$ cat config.mk
export PLATFORM = sky130hd
export DESIGN_NAME = syscall_entry_unit
export DESIGN_NICKNAME = d
export VERILOG_FILES = /design/src/rtl/sce_pkg.sv /design/src/rtl/sce_seg_gen.sv /design/src/rtl/sce_flag_gen.sv /design/src/rtl/sce_ip_gen.sv /design/src/rtl/syscall_entry_unit.sv
export SDC_FILE = /design/constraint.sdc
export NUM_CORES = 1
export LEC_CHECK = 0
export BUFFER_PORTS_ARGS = -buffer_cell sky130_fd_sc_hd__buf_2
export CAP_MARGIN = 20
export CORE_AREA = 2 2 263 265
export CTS_CLUSTER_DIAMETER = 30
export DETAILED_ROUTE_END_ITERATION = 8
export DIE_AREA = 0 0 265 267
export PLACE_DENSITY = 0.39
export RECOVER_POWER = 100
export SLEW_MARGIN = 20
export SYNTH_ARGS = -nofsm -noshare
export SYNTH_HDL_FRONTEND = slang
export SYNTH_SLANG_ARGS = --single-unit
$ cat constraint.sdc
create_clock -name clk -period 2.8 [get_ports clk]
set_clock_uncertainty 0.1 [all_clocks]
set_input_delay 0.42 -clock clk [delete_from_list [all_inputs] [get_ports clk]]
set_output_delay 0.42 -clock clk [all_outputs]
set_load 0.03 [all_outputs]
$ cat src/rtl/sce_pkg.sv
package sce_pkg;
  typedef struct packed {
    logic gran;
    logic present;
    logic non_sys;
    logic is_code;
    logic rw;
    logic accessed;
    logic long64;
    logic big;
  } seg_attr_t;

  localparam int FL_IF = 9;
  localparam int FL_RF = 16;
  localparam int FL_VM = 17;
endpackage

$ cat src/rtl/sce_seg_gen.sv
module sce_seg_gen #(
  parameter int SEL_W = 16
) (
  input  logic [SEL_W-1:0]  base_sel,
  input  logic              long_mode,
  output logic [SEL_W-1:0]  cs_sel,
  output logic [SEL_W-1:0]  ss_sel,
  output sce_pkg::seg_attr_t cs_attr,
  output sce_pkg::seg_attr_t ss_attr
);
  localparam logic [SEL_W-1:0] RPL_CLR = ~(SEL_W'(3));
  localparam logic [SEL_W-1:0] SS_STEP = SEL_W'(8);

  always_comb begin
    cs_sel = base_sel & RPL_CLR;
    ss_sel = (base_sel + SS_STEP) & RPL_CLR;

    cs_attr          = '0;
    cs_attr.gran     = 1'b1;
    cs_attr.present  = 1'b1;
    cs_attr.non_sys  = 1'b1;
    cs_attr.is_code  = 1'b1;
    cs_attr.rw       = 1'b1;
    cs_attr.accessed = 1'b1;
    cs_attr.long64   = long_mode;
    cs_attr.big      = ~long_mode;

    ss_attr          = '0;
    ss_attr.gran     = 1'b1;
    ss_attr.present  = 1'b1;
    ss_attr.non_sys  = 1'b1;
    ss_attr.rw       = 1'b1;
    ss_attr.accessed = 1'b1;
    ss_attr.big      = 1'b1;
  end
endmodule

$ cat src/rtl/sce_flag_gen.sv
module sce_flag_gen #(
  parameter int FLG_W = 32
) (
  input  logic [FLG_W-1:0] flags_in,
  input  logic [FLG_W-1:0] fmask,
  input  logic             long_mode,
  output logic [FLG_W-1:0] new_flags,
  output logic [FLG_W-1:0] saved_flags
);
  localparam logic [FLG_W-1:0] RF_BIT  = FLG_W'(1) << sce_pkg::FL_RF;
  localparam logic [FLG_W-1:0] LEG_CLR = (FLG_W'(1) << sce_pkg::FL_IF) |
                                         (FLG_W'(1) << sce_pkg::FL_VM) | RF_BIT;

  always_comb begin
    saved_flags = flags_in & ~RF_BIT;
    if (long_mode) new_flags = flags_in & ~(fmask | RF_BIT);
    else           new_flags = flags_in & ~LEG_CLR;
  end
endmodule

$ cat src/rtl/sce_ip_gen.sv
module sce_ip_gen #(
  parameter int IP_W   = 64,
  parameter int ILEN_W = 4,
  parameter int LEG_W  = 32
) (
  input  logic [IP_W-1:0]   cur_ip,
  input  logic [ILEN_W-1:0] ilen,
  input  logic              long_mode,
  input  logic              cs64,
  input  logic [LEG_W-1:0]  leg_tgt,
  input  logic [IP_W-1:0]   tgt64,
  input  logic [IP_W-1:0]   tgt_compat,
  output logic [IP_W-1:0]   ret_addr,
  output logic [IP_W-1:0]   new_ip
);
  logic [IP_W-1:0] next_ip;

  always_comb begin
    next_ip = cur_ip + IP_W'(ilen);
    if (long_mode) begin
      ret_addr = next_ip;
      new_ip   = cs64 ? tgt64 : tgt_compat;
    end else begin
      ret_addr = IP_W'(next_ip[LEG_W-1:0]);
      new_ip   = IP_W'(leg_tgt);
    end
  end
endmodule

$ cat src/rtl/syscall_entry_unit.sv
module syscall_entry_unit #(
  parameter int IP_W    = 64,
  parameter int ILEN_W  = 4,
  parameter int FLG_W   = 32,
  parameter int SEL_W   = 16,
  parameter int SEL_LSB = 32,
  parameter int LEG_W   = 32,
  parameter int LIM_W   = 32
) (
  input  logic              clk,
  input  logic              rst,
  input  logic              start,
  input  logic [IP_W-1:0]   cur_ip,
  input  logic [ILEN_W-1:0] ilen,
  input  logic [FLG_W-1:0]  flags_in,
  input  logic              long_mode,
  input  logic              cs64,
  input  logic              sce_en,
  input  logic [IP_W-1:0]   sel_tgt,
  input  logic [IP_W-1:0]   tgt64,
  input  logic [IP_W-1:0]   tgt_compat,
  input  logic [FLG_W-1:0]  fmask,
  output logic              done,
  output logic              fault,
  output logic [15:0]       flt_code,
  output logic [SEL_W-1:0]  cs_sel,
  output logic [SEL_W-1:0]  ss_sel,
  output logic [7:0]        cs_attr,
  output logic [7:0]        ss_attr,
  output logic [IP_W-1:0]   seg_base,
  output logic [LIM_W-1:0]  seg_limit,
  output logic [IP_W-1:0]   ret_addr,
  output logic [FLG_W-1:0]  saved_flags,
  output logic              save_we,
  output logic [FLG_W-1:0]  new_flags,
  output logic [IP_W-1:0]   new_ip
);
  import sce_pkg::*;

  logic               go, bad;
  logic [SEL_W-1:0]   cs_c, ss_c;
  seg_attr_t          csa_c, ssa_c;
  logic [FLG_W-1:0]   nf_c, sf_c;
  logic [IP_W-1:0]    ra_c, ip_c;

  assign go  = start & sce_en;
  assign bad = start & ~sce_en;

  sce_seg_gen #(.SEL_W(SEL_W)) u_seg (
    .base_sel (sel_tgt[SEL_LSB +: SEL_W]),
    .long_mode(long_mode),
    .cs_sel   (cs_c),
    .ss_sel   (ss_c),
    .cs_attr  (csa_c),
    .ss_attr  (ssa_c)
  );

  sce_flag_gen #(.FLG_W(FLG_W)) u_flg (
    .flags_in   (flags_in),
    .fmask      (fmask),
    .long_mode  (long_mode),
    .new_flags  (nf_c),
    .saved_flags(sf_c)
  );

  sce_ip_gen #(.IP_W(IP_W), .ILEN_W(ILEN_W), .LEG_W(LEG_W)) u_ip (
    .cur_ip    (cur_ip),
    .ilen      (ilen),
    .long_mode (long_mode),
    .cs64      (cs64),
    .leg_tgt   (sel_tgt[LEG_W-1:0]),
    .tgt64     (tgt64),
    .tgt_compat(tgt_compat),
    .ret_addr  (ra_c),
    .new_ip    (ip_c)
  );

  assign flt_code = '0;

  always_ff @(posedge clk) begin
    if (rst) begin
      done        <= 1'b0;
      fault       <= 1'b0;
      save_we     <= 1'b0;
      cs_sel      <= '0;
      ss_sel      <= '0;
      cs_attr     <= '0;
      ss_attr     <= '0;
      seg_base    <= '0;
      seg_limit   <= '0;
      ret_addr    <= '0;
      saved_flags <= '0;
      new_flags   <= '0;
      new_ip      <= '0;
    end else begin
      done    <= go;
      fault   <= bad;
      save_we <= go & long_mode;
      if (go) begin
        cs_sel    <= cs_c;
        ss_sel    <= ss_c;
        cs_attr   <= csa_c;
        ss_attr   <= ssa_c;
        seg_base  <= '0;
        seg_limit <= '1;
        ret_addr  <= ra_c;
        new_flags <= nf_c;
        new_ip    <= ip_c;
        if (long_mode) saved_flags <= sf_c;
      end
    end
  end

  AST_DONE_FAULT_EXCL: assert property (@(posedge clk) disable iff (rst)
    !(done && fault));
  AST_DONE_AFTER_START: assert property (@(posedge clk) disable iff (rst)
    (done || fault) |-> $past(start));
  AST_FAULT_HOLDS_STATE: assert property (@(posedge clk) disable iff (rst)
    fault |-> ($stable(new_ip) && $stable(cs_sel) && $stable(new_flags) && $stable(ret_addr)));
  AST_SS_FOLLOWS_CS: assert property (@(posedge clk) disable iff (rst)
    done |-> (ss_sel == cs_sel + SEL_W'(8)));
  AST_RF_CLEARED: assert property (@(posedge clk) disable iff (rst)
    done |-> !new_flags[FL_RF]);
  AST_SAVE_WITH_DONE: assert property (@(posedge clk) disable iff (rst)
    save_we |-> (done && cs_attr[1]));
endmodule

# == After elaboration in Yosys (flattened, before gate mapping) ==
# Index checks and enable logic that the tools add are counted.
# op_classes
addsub,2
muxes,4
n_bitwise,7
n_reduce_logical,1
# ops
op,n
64-bit 2-to-1 mux,3
64-bit by 4-bit adder with 64-bit output,1
32-bit AND,1
32-bit 2-to-1 mux,1
32-bit inverter,1
16-bit by 4-bit adder with 16-bit output (second input constant),1
1-bit AND,3
1-bit inverter,2
2-bit AND reduction,1
# word_totals
register_bits,227
inputBits,330
out_inout_bits,355
word_cells,26

# == Longest topological paths before layout ==
# Gate-level depths: netlist of run 1.
# logic_depth
depth_word,3
ltp_mapped,9
mapped_depth_nobuf,8

# == By module ==
# A second synthesis of run 1 with hierarchy kept.
# unflattened
cells_unflattened,1777
area_unflattened_um2,15090.7
# by_module_without_submodules
mod,instances,cells_each,area_per_inst_um2,seq_area_each_um2
syscall_entry_unit,1,1211,11464.7,4884.7
sce_ip_gen,1,430,2640.0,0.0
sce_flag_gen,1,68,504.2,0.0
sce_seg_gen,1,68,481.7,0.0

# == Worst setup path after synthesis of run 1 ==
# OpenSTA, ideal clock, no wires.
# synth_path
kind,in2reg
startpoint,input port cur_ip[0]
endpoint,register ret_addr[30]
setup_ns,0.079
arrival_time_ns,2.226
required_ns,2.621
setup_slack_ns,0.394
path_stages,9
n_path_buf,1
path_cell_list,ha_1 fa_1 a211oi_1 nor2_1 nand3_2 buf_6 nor3_2 xnor2_1 a211oi_2
# synth_between
elab_chain_len,2
# synth_lines
item,line_no,text
"start, declared",syscall_entry_unit.sv:13,"input logic [IP_W-1:0] cur_ip,"
64-bit by 4-bit adder with 64-bit output,sce_ip_gen.sv:19,next_ip = cur_ip + IP_W'(ilen);
64-bit 2-to-1 mux,sce_ip_gen.sv:20,if (long_mode) begin
"end signal, assigned",syscall_entry_unit.sv:106,ret_addr <= ra_c;
"end, declared",syscall_entry_unit.sv:32,"output logic [IP_W-1:0] ret_addr,"
# Every way passes these cells.
# A chain may end at the register's enable or synchronous reset.

# == Worst setup path after layout of run 1 ==
# layout_path
startpoint,input port sce_en
endpoint,register cs_sel[5]
# layout_between
elab_chain_len,1
# layout_lines
item,line_no,text
"start, declared",syscall_entry_unit.sv:18,"input logic sce_en,"
1-bit AND,syscall_entry_unit.sv:46,assign go = start & sce_en;
"end signal, assigned",syscall_entry_unit.sv:100,cs_sel <= cs_c;
"end, declared",syscall_entry_unit.sv:26,"output logic [SEL_W-1:0] cs_sel,"
# Every way passes these cells.

==> results of run 1 <==
[layout make-up]
type                            count  share of cell area (%)
Timing Repair Buffer              699                    21.3
Antenna cell                        7                   0.100
Clock buffer                      110                    12.7
Multi-Input combinational cell   1013                    31.5
Inverter                           10                   0.215
Clock inverter                     27                    2.27
Tap cell                          882                    6.32
Sequential cell                   223                    25.6
[layout by cell type (no fill, tap or decap), types with 42 or more instances in the layout]
cell type,instances
a21oi_1,129
nor2_1,150
clkbuf_1,293
nand3_1,60
mux2i_1,64
clkbuf_16,76
nand2_1,239
a211oi_1,68
buf_2,304
dlygate4sd3_1,85
conb_1,88
o21ai_0,42
dfxtp_1,223
[where the power goes]
group          total (mW)  internal, mW  switching, mW  leakage [nW]
Combinational        1.73         0.542           1.18          3.99
Clock                8.46          6.06           2.40          1.29
Sequential           3.41          3.34         0.0735          1.82
Total                13.6          9.94           3.66          7.10
[worst max path at each step]
stage | start | to | slack (ns) | cells after the start
after detailed placement | ilen[0] | ret_addr[26] | 0.03 | 9
after global routing | ilen[0] | ret_addr[44] | 0.19 | 10
final | sce_en | cs_sel[5] | 0.34 | 7
after CTS | sce_en | new_flags[15] | 0.49 | 7
after global placement | ilen[0] | ret_addr[44] | 0.05 | 10
after floorplan | cur_ip[0] | ret_addr[30] | 0.39 | 9
[per-layer routing]
metal	vias up	global-route usage, %
li1	5808	-
met1	5426	14.4
met3	117	4.82
met2	485	22.8
met5	-	0
met4	8	4.81
[kinds of logic (layout without fill, tap and decap cells)]
family	Yosys count	after routing
muxes	64	64
adders and majority gates	6	6
buffers and inverters	230	846
DFF	223	223
AOI/OAI and AO/OA	261	261
xor gates and xnor gates	67	67
other	1	95
and+or+nand+nor	527	527
[worst register-to-register path, stage by stage, from the launching register on]
cell and delay [ns]:
dfxtp_1 0.29, clkbuf_2 0.38, nor2_1 0.21, nor2_1 0.05
[state kept, by name, summed over array words and instances, names as in the netlist]
signal / flops
new_ip: 64
ss_sel: 14
done: 1
cs_sel: 13
new_flags: 31
cs_attr: 3
save_we: 1
fault: 1
ret_addr: 64
saved_flags: 31
==> results.txt, run 1 <==
The run finished with clean final reports. The CTS clock-pin slew for the worst setup and hold paths was 0.04 ns; the async set or reset register ratio after synthesis was 0%. After clock tree synthesis, the flow added hold-fix buffers numbering 85. After detailed routing, the number of remaining DRC violations is 0.

685 I/O pins were placed. The share of the synthesized area in compound gates (AO/OA/AOI/OAI) is 13.7%, and the post-CTS setup repair buffer count is 0. The number of buffers and inverters on the critical path is 4.

Dividing the final minimum period by the clock period gives 87.8%. Setup violations remaining at the end of the flow were counted as 0. The routed metal-1 wirelength came out at 19100 um. Across all hold checks on the routed design, the worst slack comes to 0.0491 ns.

The tools report the kind of launch point of the worst setup path as an input port. The number of storage elements in the synthesis netlist was 223. The tools report the violation count after the first detailed-routing iteration as 479. The placed instances occupy a cell area of 14500 um2.

In this run the critical register-to-register path is captured at cs_attr[2]. For the global-route wire length before repair, the log shows 70500 um. The run gives 11800 as the vias after detailed routing. The run gives 23800 um as the met2 wirelength from detailed routing.

Final core utilization: 25.7%. The tools report the total iterations of the first detailed-routing run as 4. In this run the most critical hold path is launched from tgt_compat[34]. The ratio of routed vias to standard cells works out to 3.99. Setup repair after global routing left no endpoint under its margin. Total power for the finished layout comes to 13.6 mW. The number of levels the H-tree was split into came out at 3.

The sequential area share after synthesis is 40.2%. Multiplexer cells account for 5.77% of the synthesized area. Buffers inserted during clock tree synthesis total 76. The post-layout instance area is 17500 um2.

The worst path needs 2.46 ns of the cycle, external delays included. The tools report the peak supply drop as 0.393 mV. The most common cell in the synthesized netlist is nand2_1.

The number of nets with antenna violations after routing was 0. For the accumulated negative setup slack, the log shows 0 ns. Total congestion overflow after global routing: 0. STA classifies the critical path endpoint as a register. The tools report the clock latency on the worst-skew pair as 0.57 ns. The highest layer used for signal routing is met5. Detailed placement finished with a half-perimeter wire length of 36600 um. The worst hold path was traced through 3 stages. The worst register-to-register path begins at cs_attr[2]. Entering global routing, the biggest net connects 144 pins.

The clock passes through at most 3 buffers. For this run, the number of standard cells in the final layout without fillers is 2971. Ranked by instance count, the synthesized netlist is headed by 240 x nand2_1, 223 x dfxtp_1, 151 x nor2_1, 134 x buf_4, 129 x a21oi_1. The number of placed instances, taps included, is 2742. In this run the power density over the cells is 779 nW/um2.

The cell sitting at the root of the clock tree is a clkbuf_16. Setup slack on the worst reg-to-reg path comes out at 1.61 ns. The final layout contains routed wiring with a total length of 48500 um. By area the synthesized netlist is led by dfxtp_1 40%, buf_4 9.1%, nand2_1 8.1%, a21oi_1 5.8%, mux2i_1 5.8%. The largest fanout of any net on the critical path is 55. For this design the static power due to leakage is 7.10 nW. The slew at the pin closest to its max-slew limit is 1.26 ns, and the peak clock frequency supported by timing is 407 MHz. The met3 wire length was 4090 um. The total core area came out at 68000 um2. Global routing consumed, over all layers together, 13.1% of the routing resources. In the final layout, the multi-input gates occupy 5500 um2.

The run gives 1379 as the synthesized instance count. Measured against its own limit, the worst slew margin works out to 16.3%. The tools report the number of global-route vias before repair as 11800. At the end of the flow, the number of nets in the layout was 2359. Main combinational cell family by area after synthesis: simple AND/OR/NAND/NOR gates.

Measured along the y axis, the die boundary spans 267 um. The initialized floorplan defines 96 standard-cell rows. The tightest min-delay check is of the in -> reg type. For the starting utilization of the core area, the log shows 16.3%. The signal on the critical path passes through dlygate4sd3_1 -> clkbuf_1 -> nand2_2 -> buf_12 -> clkbuf_2 -> nand2_1 -> a21oi_1.

The tools report the final-report max-slew violation count as 0. The worst stage delay on the critical path is 0.65 ns. Across all setup checks in the final design, the least slack found is 0.342 ns.

The start-to-end type of the worst setup path was in -> reg. The largest total area in the synthesized netlist belongs to dfxtp_1. After filler insertion, the fill cell instance count of the layout stands at 7642.

The count of max-cap constraint violations is 0. The endpoint with the worst hold slack was new_ip[34]. Compared with the post-synthesis result, the final layout area differs by 57.3%.

The post-synthesis share of cell area spent on xor and xnor gates was 5.29%; the endpoint required time on the critical path was 3.08 ns. The final estimated routing congestion in global placement is 0.846. The cell area after synthesis is 11100 um2, and the fraction of layout instances using a drive strength above 1 is 23.0%.

The number of cells on the worst reg-to-reg path is 3. The synthesized area per cell is 8.05 um2. Simple-gate share of the synthesized area: 21.7%. Initial antenna violation count: 15.

After Yosys synthesis, full adders, half adders and majority gates account for 0.744% of the synthesized area. In this design, the largest share of critical-path delay is due to buffers and inverters. Buffers placed on the I/O ports in this run total 576. The count of clock tree sinks was 223. The proportion of netlist area held by the largest area contributor was 40.2%; the number of warnings issued by yosys was 0. For the count of unique library cells instantiated by Yosys, the log shows 47. The die is 265 um wide.

The sequential cell area was 4460 um2. Number of instances resized during post-cts repair: 0. The most frequently used flop master after synthesis is dfxtp_1.

After detailed routing, the average wire length per cell comes to 16.3 um. Yosys mapped a number of flops with a built-in enable equal to 0. Before CTS, the worst setup slack after placement is 0.0289 ns. Data arrives at the worst endpoint at 2.74 ns. TritonCTS built the clock tree. Critical path's slowest cell: nand2_2. The tools report the area of the die as 70800 um2. The final count of hold timing violations is 0.
Note: power is estimated with default switching activity, not from simulation.
==> run 2: changes to the inputs <==
==> constraint.sdc (replaced) <==
create_clock -name clk -period 2.5 [get_ports clk]
set_clock_uncertainty 0.1 [all_clocks]
set_input_delay 0.375 -clock clk [delete_from_list [all_inputs] [get_ports clk]]
set_output_delay 0.375 -clock clk [all_outputs]
set_load 0.03 [all_outputs]
==> run 2 against run 1 <==
- the run now ends with max-capacitance violations, max-slew violations left
- die area unchanged
- hold slack improved by 0.0031 ns
- utilization rose by 1.3 points
- register-to-register slack got worse by 0.32 ns
- sequential share of layout area decreased by 1.2 points
- setup slack worse by 0.20 ns
- combinational power rose by 18%
- global-route usage rose by 0.20 points
- critical path type unchanged
==> results.txt, run 2 (synthesis gave the netlist of run 1 again) <==
The total congestion overflow after global routing is 0, and the switching power of the nets is 4.19 mW. Dividing total power by cell area gives a power density of 853 nW/um2. In the routed design, unresolved DRC markers number 0. The critical path's slowest cell is dlygate4sd3_1. The logs give 68000 um2 for the total core area and 16.3% for the starting utilization of the core area. The run gives 1 as the count of max-cap constraint violations. TritonCTS built the clock tree. The die covers 70800 um2. STA classifies the critical path startpoint as an input port. The detailed router finished its first iteration with 531 violations. Setup slack of the worst register-to-register path: 1.29 ns.

The internal cell power came out at 11.4 mW. The analysis attributes to cell leakage a power of 7.55 nW. CTS clock-pin slew for the worst setup and hold paths: 0.04 ns.

The worst path meets setup with 0.143 ns of slack. For this run, the detailed router's first-pass iteration total came to 5. Counting the buffers created by CTS gives 77.

The die width works out to 265 um. The start-to-end type of the worst setup path was in -> reg. Along the worst path, the maximum fanout reaches 21. For the worst flop-to-flop path, the logic depth is 3. For this design the top-level I/O count stands at 685. Routability-driven placement finished with a final weighted congestion of 0.830. The routed design has 49300 um of wire.

No sink is reached through more buffers than the 3 on the longest clock path. The first global-routing pass estimated 71600 um of wire. The clock latency on the worst-skew pair was 0.59 ns.

The initialized floorplan defines 96 standard-cell rows. The most critical setup path has its startpoint at cs64. Cells with a size suffix above 1 make up 24.1% of the layout. The root buffer cell chosen for the clock tree is clkbuf_16. Setup repair after global routing left no endpoint under its margin. The register share of total power is 24.5%. The final-report max-slew violation count is 65, and the final period utilization is 94.3%. The count of input and output buffers is 576. The clock drives 223 sinks. The top cell types in the final layout, fill and taps aside, are 305 x buf_2, 265 x clkbuf_1, 240 x nand2_1.

The clock network is responsible for 62.5% of the overall power. After detailed routing, the average wire length per cell comes to 16.2 um. For the worst setup path, the data required time is 2.85 ns. The endpoint with the worst hold slack is ret_addr[7]. Net switching is 26.8% of the power.

The peak supply drop was 0.465 mV. After filler insertion, the fill cell instance count of the layout stands at 7579. In this design, the stage delay of the slowest critical-path cell is 0.58 ns.

For the final routed database, the setup TNS stands at 0 ns. Leading cell type in the layout, fill and taps excluded: buf_2. For the final count of hold timing violations, the log shows 0. The checks that failed: max-capacitance violations, max-slew violations. The run finished, with violations left. Data arrives at the worst endpoint at 2.71 ns. The tools report the number of levels the H-tree was split into as 3. The post-route minimum period came out at 2.36 ns.

The number of instances resized during post-cts repair is 0, and the maximum number of pins on one net before global-route repair is 95. The beginning of the worst hold path is cur_ip[7]. At the pin with the least slew margin, the transition time is 1.52 ns. Relative to the synthesized area, the layout overhead comes to 65.1%.

In this run the tightest slew margin relative to its limit is -1.07%. Setup violations remaining at the end of the flow were counted as 0. Global routing consumed, over all layers together, 13.3% of the routing resources.

After the last flow step, the layout net total stands at 2435. Prior to clock tree synthesis, the placed netlist has a worst setup slack of -0.166 ns. Initial antenna violation count: 12. The critical path goes through clkbuf_2 -> clkbuf_4 -> buf_4 -> mux2i_1 -> dlygate4sd3_1 -> o21ai_0.

In this run the critical register-to-register path is captured at cs_attr[2]. Once detail routing completed, the nets flagged for antenna violations numbered 0. In the final layout, the registers with the most flip-flops are new_ip: 64 flops, ret_addr: 64 flops. Power comes to 15.6 mW.

The worst hold path was traced through 3 stages. Based on the critical path, the design can be clocked at up to 424 MHz. Detailed placement finished with a half-perimeter wire length of 37100 um. The number of global-route vias before repair came out at 12000. After detailed routing, the number of vias per cell comes to 4.00.

For this block, the via count after detailed routing is 12200. The die is 267 um tall. In this run, the combinational gates consume 13.1% of the power. The min-delay analysis places its worst path in the category in -> reg. The kind of end point of the critical path was a register. Start of the worst register-to-register path: cs_attr[2].
-- run 2: through the flow --
stage,utilization [%],area (um2),hold slack (ns),std cells
after floorplan,-,11400,0.351,1466
after global placement,21.4,14600,0.331,2752
after detailed placement,21.4,14600,0.336,2752
after CTS,27.6,18800,0.000488,3040
after global routing,26.9,18300,0.0286,3041
final,26.9,18300,0.0522,3043
-- run 2: layout make-up --
type                            instances  area, um2  area share, %
Sequential cell                       223       4460           24.4
Clock buffer                          114       2330           12.7
Multi-Input combinational cell       1013       5520           30.1
Timing Repair Buffer                  774       4480           24.5
Clock inverter                         24        377           2.06
Tap cell                              882       1100           6.03
Inverter                               10       37.5          0.205
Antenna cell                            3       7.51         0.0410
-- run 2: how the worst max path moves through the flow --
stage              endpoint  slack [ns]  cells past startpoint
2_1_floorplan  ret_addr[30]        0.14                      9
3_3_place_gp   ret_addr[50]       -0.13                     11
3_5_place_dp   ret_addr[22]       -0.17                     10
4_1_cts        ret_addr[26]        0.20                      8
5_1_grt        ret_addr[62]        0.04                     10
6_report         new_ip[33]        0.14                      6
-- run 2: what timing repair did --
item                      in CTS  in global routing
hold endpoints to repair     138                  0
hold buffers                 150                  0
setup buffers                  0                  0
-- run 2: power groups by stage --
| stage | Sequential, mW | Clock (mW) | Combinational, mW |
|---|---|---|---|
| global route | 3.84 | 10.2 | 2.21 |
| CTS | 3.82 | 10.0 | 2.13 |
| floorplan | 4.19 | 0 | 0.978 |
| detailed placement | 3.87 | 0 | 1.93 |
| global placement | 3.87 | 0 | 1.92 |
| finish | 3.82 | 9.76 | 2.04 |
-- run 2: worst max-delay path, delay by kind of cell --
| family | cells | cell delay, ns |
|---|---|---|
| multiplexers | 1 | 0.23 |
| AO/OA/AOI/OAI | 1 | 0.07 |
| buffers and inverters | 4 | 2.00 |
-- run 2: per-layer routing --
layer | part of all wire, % | vias to the layer above | GRT usage (%)
met3 | 7.9 | 108 | 4.37
met1 | 40 | 5636 | 14.7
met4 | 3.4 | 6 | 5.99
met5 | 0.061 | - | 0
met2 | 49 | 487 | 23.0
li1 | - | 5936 | -
==> run 3: changes to the inputs <==
--- a/config.mk
+++ b/config.mk
@@ -7,13 +7,14 @@
 export LEC_CHECK = 0
 export BUFFER_PORTS_ARGS = -buffer_cell sky130_fd_sc_hd__buf_2
 export CAP_MARGIN = 20
-export CORE_AREA = 2 2 263 265
+export CORE_AREA = 2 2 265 267
 export CTS_CLUSTER_DIAMETER = 30
 export DETAILED_ROUTE_END_ITERATION = 8
-export DIE_AREA = 0 0 265 267
-export PLACE_DENSITY = 0.39
+export DIE_AREA = 0 0 267 269
+export PLACE_DENSITY = 0.44
 export RECOVER_POWER = 100
 export SLEW_MARGIN = 20
 export SYNTH_ARGS = -nofsm -noshare
 export SYNTH_HDL_FRONTEND = slang
+export SYNTH_HIERARCHICAL = 1
 export SYNTH_SLANG_ARGS = --single-unit
==> run 3 against run 2 <==
- the flow now finishes without violations
- utilization up 4.1 points
- final cell count up 11%
- largest power group unchanged
- die area is 1.5% higher
- critical path type unchanged
- flip-flop and latch count rose by 21
- register-to-register slack better by 0.30 ns
- count of clock-buffer cells in the layout fell by 2
- first-iteration DRC count increased by 32%
- synthesized area increased by 36%
- setup slack better by 0.080 ns
==> results.txt, run 3 <==
The flow ran to the end, and the final reports show no timing, DRC or antenna violations. The library cells used most frequently in the layout, excluding fill and tap cells, are 303 x buf_2, 283 x clkbuf_1, 269 x a21oi_1. From left edge to right edge, the die measures 267 um.

The tools report the violation count after the first detailed-routing iteration as 699. The number of enable-type register cells in the synthesized netlist works out to 0. The cell sitting at the root of the clock tree is a clkbuf_16.

For this design, the sink count on the clock tree is 244. For the worst-skew pair, the clock arrives at the later sink with an insertion delay of 0.61 ns. Before antenna repair, the detailed router went through 5 iterations.

The logs give 13.2 mW for the internal cell power and 7525 for the fill cell instance count of the final layout. The final-report max-slew violation count is 0, and the worst slew margin relative to its limit is 12.6%. The number of buffers added by the clock tree synthesis step came out at 85. The number of standard-cell rows in the floorplan is 97, and the met3 wire length is 4130 um. TritonCTS built the clock tree. In this run the cell area of the synthesized design comes to 15100 um2. Wire segments on met2 add up to 27200 um in the final route. In this run the worst hold path is classified as in -> reg. Of the cells placed in the final design, the portion with a size suffix greater than 1 is 23.0%. The final estimated routing congestion in global placement was 0.880; the number of storage elements in the synthesis netlist was 244.

Relative to the synthesized area, the layout overhead comes to 42.7%. 685 I/O pins were placed. The final standard cell count with taps included and fillers excluded is 3368, and the synthesized area per cell is 8.49 um2. The logs give 6 for the number of warnings issued by yosys and 2692 for the number of nets in the layout.

The worst setup path is captured at a register. The peak supply drop is 0.407 mV, and the final setup violation count is 0. The kind of launch point of the worst setup path was an input port. Setup repair after global routing left no endpoint under its margin.

The switching part of the total is 26.6%, and the area of the die is 71800 um2. Global routing used 14.4% of the available tracks across all layers. Before CTS, the worst setup slack after placement is -0.324 ns. Entering global routing, the biggest net connects 154 pins. Among all flip-flop cells after synthesis, the most frequent one is dfxtp_1. The total congestion overflow after global routing was 0; the number of instances in the placed design was 3141. The post-route minimum period works out to 2.28 ns. Of all cell types, the one taking the most synthesized area is dfxtp_1. The register share of total power is 23.1%, and the total detailed-routing wirelength is 55100 um. The highest layer touched by signal routing is met5. Summed over all nets, the switching power comes to 4.79 mW. The proportion of netlist area held by the largest area contributor is 32.4%, and the async set or reset register ratio after synthesis is 0%. The number of remaining DRC errors came out at 0. Gates resized during post-CTS repair numbered 0.

The initial antenna violation count was 4; the count of max-cap constraint violations was 0. Port buffering added 584 buffers. Leaving out fill and tap cells, the most frequent cell in the layout is buf_2. The final count of hold timing violations came out at 0.

Once routing completed, OpenROAD measured the worst setup slack at 0.223 ns. In the final layout, the registers with the most flip-flops are new_ip: 64 flops, ret_addr: 64 flops. In this run the standard cell core region covers 69300 um2. The start-to-end type of the worst setup path is in -> reg. No sink is reached through more buffers than the 3 on the longest clock path.

The final period utilization came out at 91.1%. In the final routing, the length of wire on met1 measures 22000 um. After legalization and detailed placement, the total HPWL measured 38900 um.

For this configuration, the core starts out at a cell density of 21.8%. For this design the ratio of total power to cell area is 835 nW/um2. Number of levels the H-tree was split into: 3.

Synthesis handed over a netlist of 1777 instances. The leakage power is 8.78 nW, and the largest fanout of any net on the critical path is 5. Combinational logic burns 12.7% of the power. For the endpoint required time on the critical path, the log shows 2.94 ns. At the pin with the least slew margin, the transition time is 1.31 ns.

The run gives 81400 um as the global-route wire length before repair. For the count of unique library cells instantiated by Yosys, the log shows 46. The logs give 32.4% for the sequential area share after synthesis and 0 for the number of nets with antenna violations after routing.

In the routed layout, each cell is associated on average with a via count of 4.32. The routed layout has 14500 vias. For the worst setup path, the data arrival time is 2.71 ns. The CTS clock-pin slew for the worst setup and hold paths is 0.04 ns. Static timing analysis puts the maximum clock frequency at 439 MHz. Ranked by instance count, the synthesized netlist is headed by 269 x a21oi_1, 244 x dfxtp_1, 230 x nand3_1, 199 x a21bo_1, 181 x buf_4. The routed wire length per instance is 16.4 um, and the final core utilization is 31.1%. Once the clock tree was built, the setup fixing pass inserted 0 buffers. Yosys attributes the largest share of cell area to dfxtp_1 32%, a21bo_1 13%, buf_4 9.0%, a21oi_1 8.9%, nand3_1 7.6%. a21oi_1 is the most common cell in the netlist. The die height works out to 269 um. Setup slack of the worst register-to-register path: 1.59 ns. The number of global-route vias before repair came out at 14300. In this run, the clock network consumes 64.2% of the power.
-- run 3: cell types whose count changed after synthesis, moves of 47 or more --
cell	delta
buf_4	+47
nand2b_1	+64
nor2_1	-64
a211oi_1	-66
nand2_1	-215
nand3_1	+173
a21oi_1	+140
a21bo_1	+199
buf_2	+89
-- run 3: logic make-up (layout without fill, tap and decap cells) --
logic type,after synthesis,after routing,synth area share (%)
DFF,244,244,32.4
other,4,101,0.0995
adders and majority gates,6,6,0.547
muxes,97,97,6.43
AOI/OAI and AO/OA,540,540,25.6
and+or+nand+nor,489,489,16.9
xor gates and xnor gates,45,45,2.61
buffers and inverters,352,906,15.5
-- run 3: power groups by stage --
stage / Sequential, mW / Combinational, mW / Clock, mW
after floorplan: 4.54 / 1.35 / 0
after global placement: 4.21 / 2.27 / 0
after detailed placement: 4.21 / 2.28 / 0
after CTS: 4.15 / 2.38 / 11.8
after global routing: 4.17 / 2.48 / 12.1
final: 4.16 / 2.29 / 11.5
-- run 3: layer usage --
| metal | global-route usage, % | vias up |
|---|---|---|
| met2 | 24.8 | 454 |
| met3 | 4.94 | 93 |
| met5 | 0 | - |
| li1 | - | 7151 |
| met4 | 5.83 | 4 |
| met1 | 16.3 | 6845 |
-- run 3: worst max-delay path: stages --
cell and delay [ns]:
buf_2 0.13, nand4_4 0.10, or4_1 0.64, or4_4 0.56, clkbuf_1 0.16, or3_1 0.35, a21oi_1 0.15, nand3_1 0.08
a21oi_1 0.15
-- run 3: final cells by class --
| type | count | area (um2) | share of cell area, % |
|---|---|---|---|
| clock buffers | 112 | 2420 | 11.2 |
| multi-input cells | 1277 | 8230 | 38.2 |
| repair buffers | 733 | 4010 | 18.6 |
| well taps | 940 | 1180 | 5.46 |
| clock inverters | 46 | 751 | 3.49 |
| diodes | 1 | 2.50 | 0.0116 |
| flip-flops and latches | 244 | 4880 | 22.7 |
| inverters | 15 | 56.3 | 0.262 |
-- run 3: worst paths after layout --
kind,to,start,cells after the start
worst max-delay path,ret_addr[34],cur_ip[12],9
worst min-delay path,new_flags[31],fmask[31],4
worst max register to register,ret_addr[46],ret_addr[46],2
worst min register to register,saved_flags[27],saved_flags[27],2
-- run 3: through the flow --
stage	cell area (um2)	hold WS [ns]	total power, mW	TNS [ns]
after detailed placement	18100	0.362	6.50	-5.38
final	21500	0.0524	18.0	0
after CTS	21900	0.00754	18.3	0
after floorplan	15500	0.439	5.89	-0.129
after global routing	21500	0.0343	18.7	0
after global placement	18100	0.351	6.48	-4.50
-- run 3: repair_timing --
| item | in CTS | in global routing |
|---|---|---|
| setup endpoints to repair | 0 | 0 |
| endpoints found under the hold margin | 70 | 0 |
| hold buffers | 68 | 0 |
